[src/rtl/vw_irq_pkg.sv]
package vw_irq_pkg;

  localparam int NUM_GRP = 2;
  localparam int NUM_FLD = 5;
  localparam int ADDR_TOP_EN = 0;
  localparam int ADDR_TOP_ST = 1;
  localparam int GRP_BASE = 2;
  localparam int MRST_BIT = 31;

  typedef enum logic [2:0] {
    TRIG_FALL = 3'b000,
    TRIG_RISE = 3'b001,
    TRIG_HIGH = 3'b010,
    TRIG_LOW  = 3'b011,
    TRIG_BOTH = 3'b100
  } trig_e;

  typedef enum int {
    FLD_T0 = 0,
    FLD_T1 = 1,
    FLD_T2 = 2,
    FLD_EN = 3,
    FLD_ST = 4
  } fld_e;

  function automatic int grp_addr(input int g, input int f);
    return GRP_BASE + g * NUM_FLD + f;
  endfunction

  function automatic int grp_sum_bit(input int g);
    return (g == 0) ? 8 : 22;
  endfunction

  function automatic logic trig_hit(input logic [2:0] code, input logic cur,
                                    input logic prev);
    logic h;
    case (code)
      TRIG_FALL: h = prev & ~cur;
      TRIG_RISE: h = ~prev & cur;
      TRIG_HIGH: h = cur;
      TRIG_LOW:  h = ~cur;
      TRIG_BOTH: h = prev ^ cur;
      default:   h = 1'b0;
    endcase
    return h;
  endfunction

endpackage

[src/rtl/vw_trig_detect.sv]
module vw_trig_detect
  import vw_irq_pkg::*;
#(
  parameter int W = 32
) (
  input  logic [W-1:0] t0,
  input  logic [W-1:0] t1,
  input  logic [W-1:0] t2,
  input  logic [W-1:0] cur,
  input  logic [W-1:0] prev,
  output logic [W-1:0] hit
);

  for (genvar i = 0; i < W; i++) begin : g_bit
    logic [2:0] code;
    assign code   = {t2[i], t1[i], t0[i]};
    assign hit[i] = trig_hit(code, cur[i], prev[i]);
  end

endmodule

[src/rtl/vw_event_group.sv]
module vw_event_group
  import vw_irq_pkg::*;
#(
  parameter int W = 32
) (
  input  logic               clk,
  input  logic               rst_n,
  input  logic [W-1:0]       vw_in,
  input  logic [NUM_FLD-1:0] we,
  input  logic [W-1:0]       wr_data,
  output logic [W-1:0]       t0_q,
  output logic [W-1:0]       t1_q,
  output logic [W-1:0]       t2_q,
  output logic [W-1:0]       en_q,
  output logic [W-1:0]       st_q,
  output logic [W-1:0]       hit,
  output logic               summary
);

  logic [W-1:0] hist_q;
  logic [W-1:0] set_v;
  logic [W-1:0] clr_v;
  logic [W-1:0] st_d;

  vw_trig_detect #(.W(W)) u_detect (
    .t0   (t0_q),
    .t1   (t1_q),
    .t2   (t2_q),
    .cur  (vw_in),
    .prev (hist_q),
    .hit  (hit)
  );

  assign set_v = hit & en_q;
  assign clr_v = we[FLD_ST] ? wr_data : '0;
  assign st_d  = (st_q & ~clr_v) | set_v;

  always_ff @(posedge clk) begin
    if (!rst_n) begin
      hist_q <= '0;
      t0_q   <= '0;
      t1_q   <= '0;
      t2_q   <= '0;
      en_q   <= '0;
      st_q   <= '0;
    end else begin
      hist_q <= vw_in;
      st_q   <= st_d;
      if (we[FLD_T0]) t0_q <= wr_data;
      if (we[FLD_T1]) t1_q <= wr_data;
      if (we[FLD_T2]) t2_q <= wr_data;
      if (we[FLD_EN]) en_q <= wr_data;
    end
  end

  assign summary = |(st_q & en_q);

endmodule

[src/rtl/vw_top_status.sv]
module vw_top_status
  import vw_irq_pkg::*;
#(
  parameter int W = 32
) (
  input  logic               clk,
  input  logic               rst_n,
  input  logic [NUM_GRP-1:0] grp_sum,
  input  logic               mrst_evt,
  input  logic               en_we,
  input  logic               st_we,
  input  logic [W-1:0]       wr_data,
  output logic [W-1:0]       top_en_q,
  output logic [W-1:0]       top_st,
  output logic               irq
);

  logic mrst_q;
  logic mrst_clr;

  assign mrst_clr = st_we & wr_data[MRST_BIT];

  always_ff @(posedge clk) begin
    if (!rst_n) begin
      mrst_q   <= 1'b0;
      top_en_q <= '0;
    end else begin
      mrst_q <= (mrst_q & ~mrst_clr) | mrst_evt;
      if (en_we) top_en_q <= wr_data;
    end
  end

  always_comb begin
    top_st = '0;
    for (int g = 0; g < NUM_GRP; g++) top_st[grp_sum_bit(g)] = grp_sum[g];
    top_st[MRST_BIT] = mrst_q;
  end

  assign irq = |(top_st & top_en_q);

endmodule

[src/rtl/vw_event_irq.sv]
module vw_event_irq
  import vw_irq_pkg::*;
#(
  parameter int DATA_W = 32,
  parameter int ADDR_W = 4
) (
  input  logic                      clk,
  input  logic                      rst_n,
  input  logic [NUM_GRP*DATA_W-1:0] vw_in,
  input  logic                      mrst_evt,
  input  logic                      wr_en,
  input  logic [ADDR_W-1:0]         wr_addr,
  input  logic [DATA_W-1:0]         wr_data,
  input  logic [ADDR_W-1:0]         rd_addr,
  output logic [DATA_W-1:0]         rd_data,
  output logic                      irq
);

  localparam int ALL_W = NUM_GRP * DATA_W;

  logic [ALL_W-1:0]   t0_all, t1_all, t2_all, en_all, st_all, hit_all;
  logic [NUM_GRP-1:0] grp_sum;
  logic [DATA_W-1:0]  top_en, top_st;
  logic               top_en_we, top_st_we;
  logic [DATA_W-1:0]  grp_fld [NUM_GRP][NUM_FLD];

  assign top_en_we = wr_en && (wr_addr == ADDR_W'(ADDR_TOP_EN));
  assign top_st_we = wr_en && (wr_addr == ADDR_W'(ADDR_TOP_ST));

  for (genvar g = 0; g < NUM_GRP; g++) begin : g_grp
    logic [NUM_FLD-1:0] we;
    for (genvar f = 0; f < NUM_FLD; f++) begin : g_we
      assign we[f] = wr_en && (wr_addr == ADDR_W'(grp_addr(g, f)));
    end

    vw_event_group #(.W(DATA_W)) u_grp (
      .clk     (clk),
      .rst_n   (rst_n),
      .vw_in   (vw_in[g*DATA_W +: DATA_W]),
      .we      (we),
      .wr_data (wr_data),
      .t0_q    (t0_all[g*DATA_W +: DATA_W]),
      .t1_q    (t1_all[g*DATA_W +: DATA_W]),
      .t2_q    (t2_all[g*DATA_W +: DATA_W]),
      .en_q    (en_all[g*DATA_W +: DATA_W]),
      .st_q    (st_all[g*DATA_W +: DATA_W]),
      .hit     (hit_all[g*DATA_W +: DATA_W]),
      .summary (grp_sum[g])
    );

    assign grp_fld[g][FLD_T0] = t0_all[g*DATA_W +: DATA_W];
    assign grp_fld[g][FLD_T1] = t1_all[g*DATA_W +: DATA_W];
    assign grp_fld[g][FLD_T2] = t2_all[g*DATA_W +: DATA_W];
    assign grp_fld[g][FLD_EN] = en_all[g*DATA_W +: DATA_W];
    assign grp_fld[g][FLD_ST] = st_all[g*DATA_W +: DATA_W];
  end

  vw_top_status #(.W(DATA_W)) u_top (
    .clk      (clk),
    .rst_n    (rst_n),
    .grp_sum  (grp_sum),
    .mrst_evt (mrst_evt),
    .en_we    (top_en_we),
    .st_we    (top_st_we),
    .wr_data  (wr_data),
    .top_en_q (top_en),
    .top_st   (top_st),
    .irq      (irq)
  );

  always_comb begin
    rd_data = '0;
    if (rd_addr == ADDR_W'(ADDR_TOP_EN)) rd_data = top_en;
    if (rd_addr == ADDR_W'(ADDR_TOP_ST)) rd_data = top_st;
    for (int g = 0; g < NUM_GRP; g++)
      for (int f = 0; f < NUM_FLD; f++)
        if (rd_addr == ADDR_W'(grp_addr(g, f))) rd_data = grp_fld[g][f];
  end

endmodule

[config.mk]
export PLATFORM = sky130hd
export DESIGN_NAME = vw_event_irq
export DESIGN_NICKNAME = d
export VERILOG_FILES = /design/src/rtl/vw_irq_pkg.sv /design/src/rtl/vw_trig_detect.sv /design/src/rtl/vw_event_group.sv /design/src/rtl/vw_top_status.sv /design/src/rtl/vw_event_irq.sv
export SDC_FILE = /design/constraint.sdc
export NUM_CORES = 1
export LEC_CHECK = 0
export BUFFER_PORTS_ARGS = -buffer_cell sky130_fd_sc_hd__buf_4
export CAP_MARGIN = 0
export CORE_UTILIZATION = 55
export DETAILED_ROUTE_END_ITERATION = 10
export PLACE_DENSITY_LB_ADDON = 0.05
export SYNTH_ARGS = -nofsm -noshare
export SYNTH_HDL_FRONTEND = slang
export SYNTH_SLANG_ARGS = --single-unit
[constraint.sdc]
create_clock -name clk -period 2.4 [get_ports clk]
set_input_delay 0.36 -clock clk [delete_from_list [all_inputs] [get_ports clk]]
set_output_delay 0.36 -clock clk [all_outputs]
set_load 0.02 [all_outputs]
==> results of run 1 <==
==> synthesized netlist by cell type (3+ instances only) <==
cell type,instances
nand2_1,759
dfxtp_1,417
a21boi_0,319
clkbuf_1,147
inv_1,130
ha_1,128
o21ai_0,104
a211oi_1,99
a22oi_1,87
nor2b_1,73
and2_1,65
mux2i_1,65
nor2_1,58
nor4b_1,49
buf_2,47
a21oi_1,45
mux2_2,39
o21a_1,35
a21boi_1,20
o22ai_1,19
nor3_1,17
a221oi_1,16
o221ai_1,16
xor2_1,15
nor3b_1,13
a211o_1,12
mux4_2,12
nand2b_1,9
buf_4,8
nand4_1,8
nand3_1,6
o311ai_0,6
o311ai_1,6
or2_2,5
a22oi_2,4
or3_1,4
nand3b_1,3
==> metrics by stage <==
step	setup TNS [ns]	utilization, %
CTS	-2.186	66.96
floorplan	0	-
detailed placement	-0.4059	61.90
global route	-2.134	67.88
global placement	-0.3684	61.90
finish	-1.683	67.88
==> area by class of cell <==
cell class / count / area (um2) / area share (%)
inverter: 130 / 488.0 / 1.714
sequential: 417 / 8431 / 29.61
multi-input combinational: 2137 / 14280 / 50.16
clock buffer: 70 / 1405 / 4.935
timing repair buffer: 351 / 2979 / 10.46
clock inverter: 16 / 210.2 / 0.7383
antenna: 1 / 2.502 / 0.008789
tap: 539 / 674.4 / 2.369
==> how the worst min path moves through the flow <==
stage | slack (ns) | cells past startpoint | end
final | 0.02 | 2 | g_grp[0].u_grp.hist_q[5]
after global routing | 0.02 | 2 | g_grp[1].u_grp.hist_q[9]
after CTS | 0.002 | 2 | g_grp[0].u_grp.hist_q[20]
after detailed placement | 0.45 | 2 | u_top.top_en_q[5]
after global placement | 0.44 | 2 | u_top.top_en_q[5]
after floorplan | 0.43 | 2 | u_top.top_en_q[15]
==> routing by layer <==
layer	part of all wire (%)	up-vias	wire length (um)
met5	0	-	0
met4	3.9	0	3130
met3	7.8	185	6194
met2	46	931	36500
met1	43	10470	33940
li1	-	10340	-
==> repair_timing <==
item / in CTS / in global routing
endpoints found under the hold margin: 14 / 0
setup buffers: 1 / 2
setup endpoints to repair: 30 / 32
pin swaps: 31 / 33
hold buffers: 14 / 0
gates resized for setup: 98 / 95
==> power by group through the flow <==
stage	combinational, mW	sequential, mW	clock, mW
final	1.77	7.16	7.58
after global routing	1.90	7.17	7.90
after CTS	1.71	7.15	7.64
after detailed placement	1.65	7.31	0
after global placement	1.60	7.30	0
after floorplan	0.920	7.28	0
==> registers in the layout, summed over array words and instances, names as in the netlist <==
| signal | flops |
|---|---|
| u_top.mrst_q | 1 |
| u_top.top_en_q | 32 |
| g_grp.u_grp.st_q | 64 |
| g_grp.u_grp.t1_q | 64 |
| g_grp.u_grp.hist_q | 64 |
| g_grp.u_grp.en_q | 64 |
| g_grp.u_grp.t0_q | 64 |
| g_grp.u_grp.t2_q | 64 |
==> cell families after synthesis <==
group / Yosys count / share of synthesized area [%]
buf+inv: 335 / 5.805
simple gates: 1078 / 20.69
flops: 417 / 35.77
xor+xnor: 15 / 0.5629
mux: 116 / 5.827
compound gates: 800 / 24.49
fa+ha+maj: 128 / 6.861
==> metrics.txt, run 1 <==
result of the run finished, violations left; failing checks setup timing; Comb pwr share 10.7%; synthesized instance count between 2000 and 3000; height of the die 208.0 um; Yosys top cell by area dfxtp_1; pin count of the biggest net entering global routing 91; endpoint of the lowest-slack register-to-register path g_grp[1].u_grp.st_q[2]; global-route track usage on met2 approximately three fifths; Final #Nets approximately 3300; critical path capture point type primary output; mean area per synthesized cell ~8 um2; arrival time at the worst endpoint ~2.5 ns; max-slew violation count 0; post-synthesis cell area about 23000 um2; main area contributors after synthesis dfxtp_1 36%, nand2_1 12%, a21boi_0 10%, ha_1 6.9%, a211oi_1 3.2%; Net Count, Synth approximately 3100; Post-Layout Inst Area between 20000 and 30000 um2; Clk pwr share approximately 46%; fmax between 0.3 and 0.4 GHz; LEAKAGE 10.62 nW; clock buffers created by TritonCTS 47; number of optimization iterations in the first detailed-route pass 7; mean number of vias per cell about 6; grt peak-use layer met2; number of failing setup endpoints in the final timing report 11; worst setup path startpoint g_grp[1].u_grp.en_q[26]; total power approximately 17 mW; relative contribution of sequential cells to total power 43.4%; slack of the critical path -0.4960 ns; Netlist cell types 56; unrepaired setup endpoints after global routing true; critical path depth in cells 6; initial core utilization about 56%; startpoint of the worst-slack reg-to-reg timing path g_grp[1].u_grp.t0_q[2]; total placed instance area about 26000 um2; Antenna Nets Post-Route 0; via count of the first global-routing pass 21000; relative slew slack 40.53%; internal power roughly 12 mW; WP data required 2.04 ns; cell family with most CP delay compound AO/OA/AOI/OAI gates; placed wire-length estimate 54660 um; clock tree root driver cell clkbuf_16; dpl cells roughly 3600; detailed-route wire length 79770 um; ordered list of cells on the worst path a22oi_2 -> nand4_1 -> or4_4 -> o21a_1 -> a221o_1 -> buf_6; GRT Total Usage a little over a third; area of the core between 40000 and 50000 um2; kind of path behind the tightest hold check in2reg; sequential share of the synthesized area 35.77%; proportion of netlist area held by the largest area contributor ~36%; Slew @ Worst Pin 0.8921 ns; worst slack at placement -0.08264 ns; worst hold slack after final layout around 0.021 ns; GR Util met3 under 10%; EDFF count, synth 0; width of the die 208.0 um; hold violation total from the final report 0; pwr/cell area about 580 nW/um2; wire length of the first global-routing pass ~120000 um; time the worst path needs with I/O delays and setup just under 3 ns; final critical-path share of the clock period 120.7%; CP endpoint rd_data[22]; synthesis-to-finish area growth 21.98%; Critical-path top delay cell or4_4; critical path fanouts, max 2; Peak supply drop 0.0004977 V; switching part of the total power roughly 25%; depth of the most critical reg-to-reg path 5; clock tree buffer depth 3; main flop type after synthesis dfxtp_1; latest clock arrival within the worst-skew pair between 0.5 and 0.6 ns; aggregate global routing overflow 0; Die Outline Area between 40000 and 50000 um2; Finished Layout Cells between 3000 and 4000; number of input and output port buffers inserted 140; Wirelength per Cell around 22 um; number of max-cap violations 0; antenna violations before repair 1; total of fill cells in the finished design 3507; number of buffer and inverter stages on the critical path 1; initial drt markers ~1900; leading cell type in the layout, fill and taps excluded nand2_1; Remaining DRCs 0; ys async rst share 0%; share of layout cells above drive strength 1 roughly a fifth; clock slew at reported path FFs approximately 0.060 ns; top library cells by usage in the layout, fill and taps aside 758 x nand2_1, 361 x dfxtp_1, 319 x a21boi_0; launch point of the worst hold path vw_in[5]; placement row count 75; TritonCTS clock tree built; Slowest Stage Delay on Critical Path between 0.5 and 0.6 ns; H-tree lvl count 2; startpoint types flop; CP Class reg2out; final setup skew roughly 0.019 ns; Switch Pwr 4.144 mW; number of synthesis warnings 0; gp weighted congestion between 0.9 and 1; number of synthesized register bits roughly 420; met1 usage in global routing ~48%; worst reg-to-reg setup slack 0.80 ns; sinks on the clock net approximately 420; Via Count roughly 22000; Top Ports about 140
No activity file was read; power rests on OpenSTA's default activity.
==> inputs of run 2 (changes only) <==
CORE_MARGIN = 3   (was unset)
==> run 2 against run 1 <==
  * Sequential share of layout area is essentially flat
  * The flow still finishes with violations (setup timing)
  * Power shrank 3.4%
  * Largest power group is now sequential cells
  * First-iteration DRC count grew 23%
  * Cell area grew 0.36%
==> metrics.txt, run 2 (synthesized netlist as in run 1, its figures left out) <==
total placed instance area 26050 um2; number of input and output port buffers inserted 140; TritonCTS clock tree built; max-slew violation count 0; clock tree buffer depth 3; number of max-cap violations 0; Peak supply drop 0.0004994 V; Post-Layout Inst Area 28570 um2; sinks on the clock net 417; wire length of the first global-routing pass 122400 um; leading cell type in the layout, fill and taps excluded nand2_1; Top Ports around 140; startpoint types flop; via count of the first global-routing pass 21110; height of the die 212.0 um; unrepaired setup endpoints after global routing true; pin count of the biggest net entering global routing 93; mean number of vias per cell 6.054; number of optimization iterations in the first detailed-route pass 5; sum of negative setup slack -2.456 ns; failing checks setup timing; relative slew slack between 30% and 40%; clock buffers created by TritonCTS 47; Slew @ Worst Pin ~0.94 ns; placement row count 74; top library cells by usage in the layout, fill and taps aside 758 x nand2_1, 357 x dfxtp_1, 319 x a21boi_0; Final #Nets around 3300; clock slew at reported path FFs roughly 0.06 ns; final critical-path share of the clock period 124.4%; footprint of the flip-flops and latches 8451 um2; Remaining DRCs 0; time the worst path needs with I/O delays and setup between 2 and 3 ns; Via Count around 22000; Finished Layout Cells between 3000 and 4000; fmax approximately 0.33 GHz; LEAKAGE between 10 and 15 nW; critical path fanouts, max 3; number of failing setup endpoints in the final timing report 13; area of the core around 41000 um2; CP Class reg2out; footprint of the multi-input gates roughly 14000 um2; WP data required around 2 ns; placed wire-length estimate roughly 55000 um; synthesis-to-finish area growth 22.42%; worst slack at placement -0.1517 ns; slack of the critical path -0.5864 ns; antenna violations before repair 1; clock tree root driver cell clkbuf_16; GRT Total Usage a little over a third; critical path capture point type primary output; Wirelength per Cell approximately 22 um; result of the run finished, violations left; initial core utilization a little under three fifths; pwr/cell area between 500 and 600 nW/um2; kind of path behind the tightest hold check in2reg; H-tree lvl count 2; dpl cells between 3000 and 4000; detailed-route wire length ~81000 um; latest clock arrival within the worst-skew pair about 0.60 ns; total of fill cells in the finished design 3316; width of the die around 210 um; Antenna Nets Post-Route 0; final setup skew 0.02131 ns; share of layout cells above drive strength 1 between 20% and 30%; Die Outline Area 44950 um2; initial drt markers approximately 2400; arrival time at the worst endpoint 2.63 ns; aggregate global routing overflow 0; gp weighted congestion a little under 1; hold violation total from the final report 0
## run 2: final timing paths
path / startpoint / endpoint / slack [ns] / depth (start not counted)
worst min register to register: u_top.top_en_q[21] / u_top.top_en_q[21] / 0.46 / 2
worst max-delay path: g_grp[1].u_grp.st_q[13] / rd_data[22] / -0.59 / 6
worst max register to register: g_grp[1].u_grp.t0_q[4] / g_grp[1].u_grp.st_q[4] / 0.83 / 5
worst min-delay path: vw_in[61] / g_grp[1].u_grp.hist_q[29] / 0.02 / 2
## run 2: what timing repair did
item	CTS	global route
pin swaps	45	44
setup buffers	4	11
resized for setup	120	99
setup endpoints to repair	31	33
hold buffers	21	0
endpoints found under the hold margin	21	0
## run 2: power by group
group          internal [mW]  total (mW)  switching [mW]
registers               7.04        7.15           0.112
logic                  0.754        1.79            1.04
clock network           4.02        6.99            2.97
total                   11.8        15.9            4.12
## run 2: final cells by class
class | instances | share of cell area [%]
multi-input combinational | 2137 | 50.10
clock buffer | 62 | 4.453
sequential | 417 | 29.57
timing repair buffer | 371 | 11.26
antenna | 2 | 0.01751
clock inverter | 16 | 0.5561
inverter | 130 | 1.708
tap | 532 | 2.329
## run 2: per-layer routing
layer | wire (um) | vias up | part of all wire, % | global-route usage [%]
met5 | 0 | - | 0 | 0
met4 | 3499 | 0 | 4.3 | 13.58
met3 | 7645 | 216 | 9.4 | 7.703
met2 | 36050 | 1010 | 45 | 55.54
met1 | 33760 | 10590 | 42 | 47.35
li1 | - | 10390 | - | -
## run 2: critical path, stage by stage, from the launching register on
cell	delay, ns
dfxtp_2	0.34
a22oi_2	0.30
nand4_1	0.14
or4_4	0.57
o21a_1	0.19
a221o_1	0.34
buf_6	0.16
## run 2: through the flow
stage,util [%],total power [mW],hold WS [ns]
5_1_grt,69.04,16.40,0.01035
2_1_floorplan,-,8.196,0.4321
3_5_place_dp,62.93,8.953,0.4485
4_1_cts,67.97,15.90,0.00004430
3_3_place_gp,62.93,8.899,0.4410
6_report,69.04,15.93,0.01705
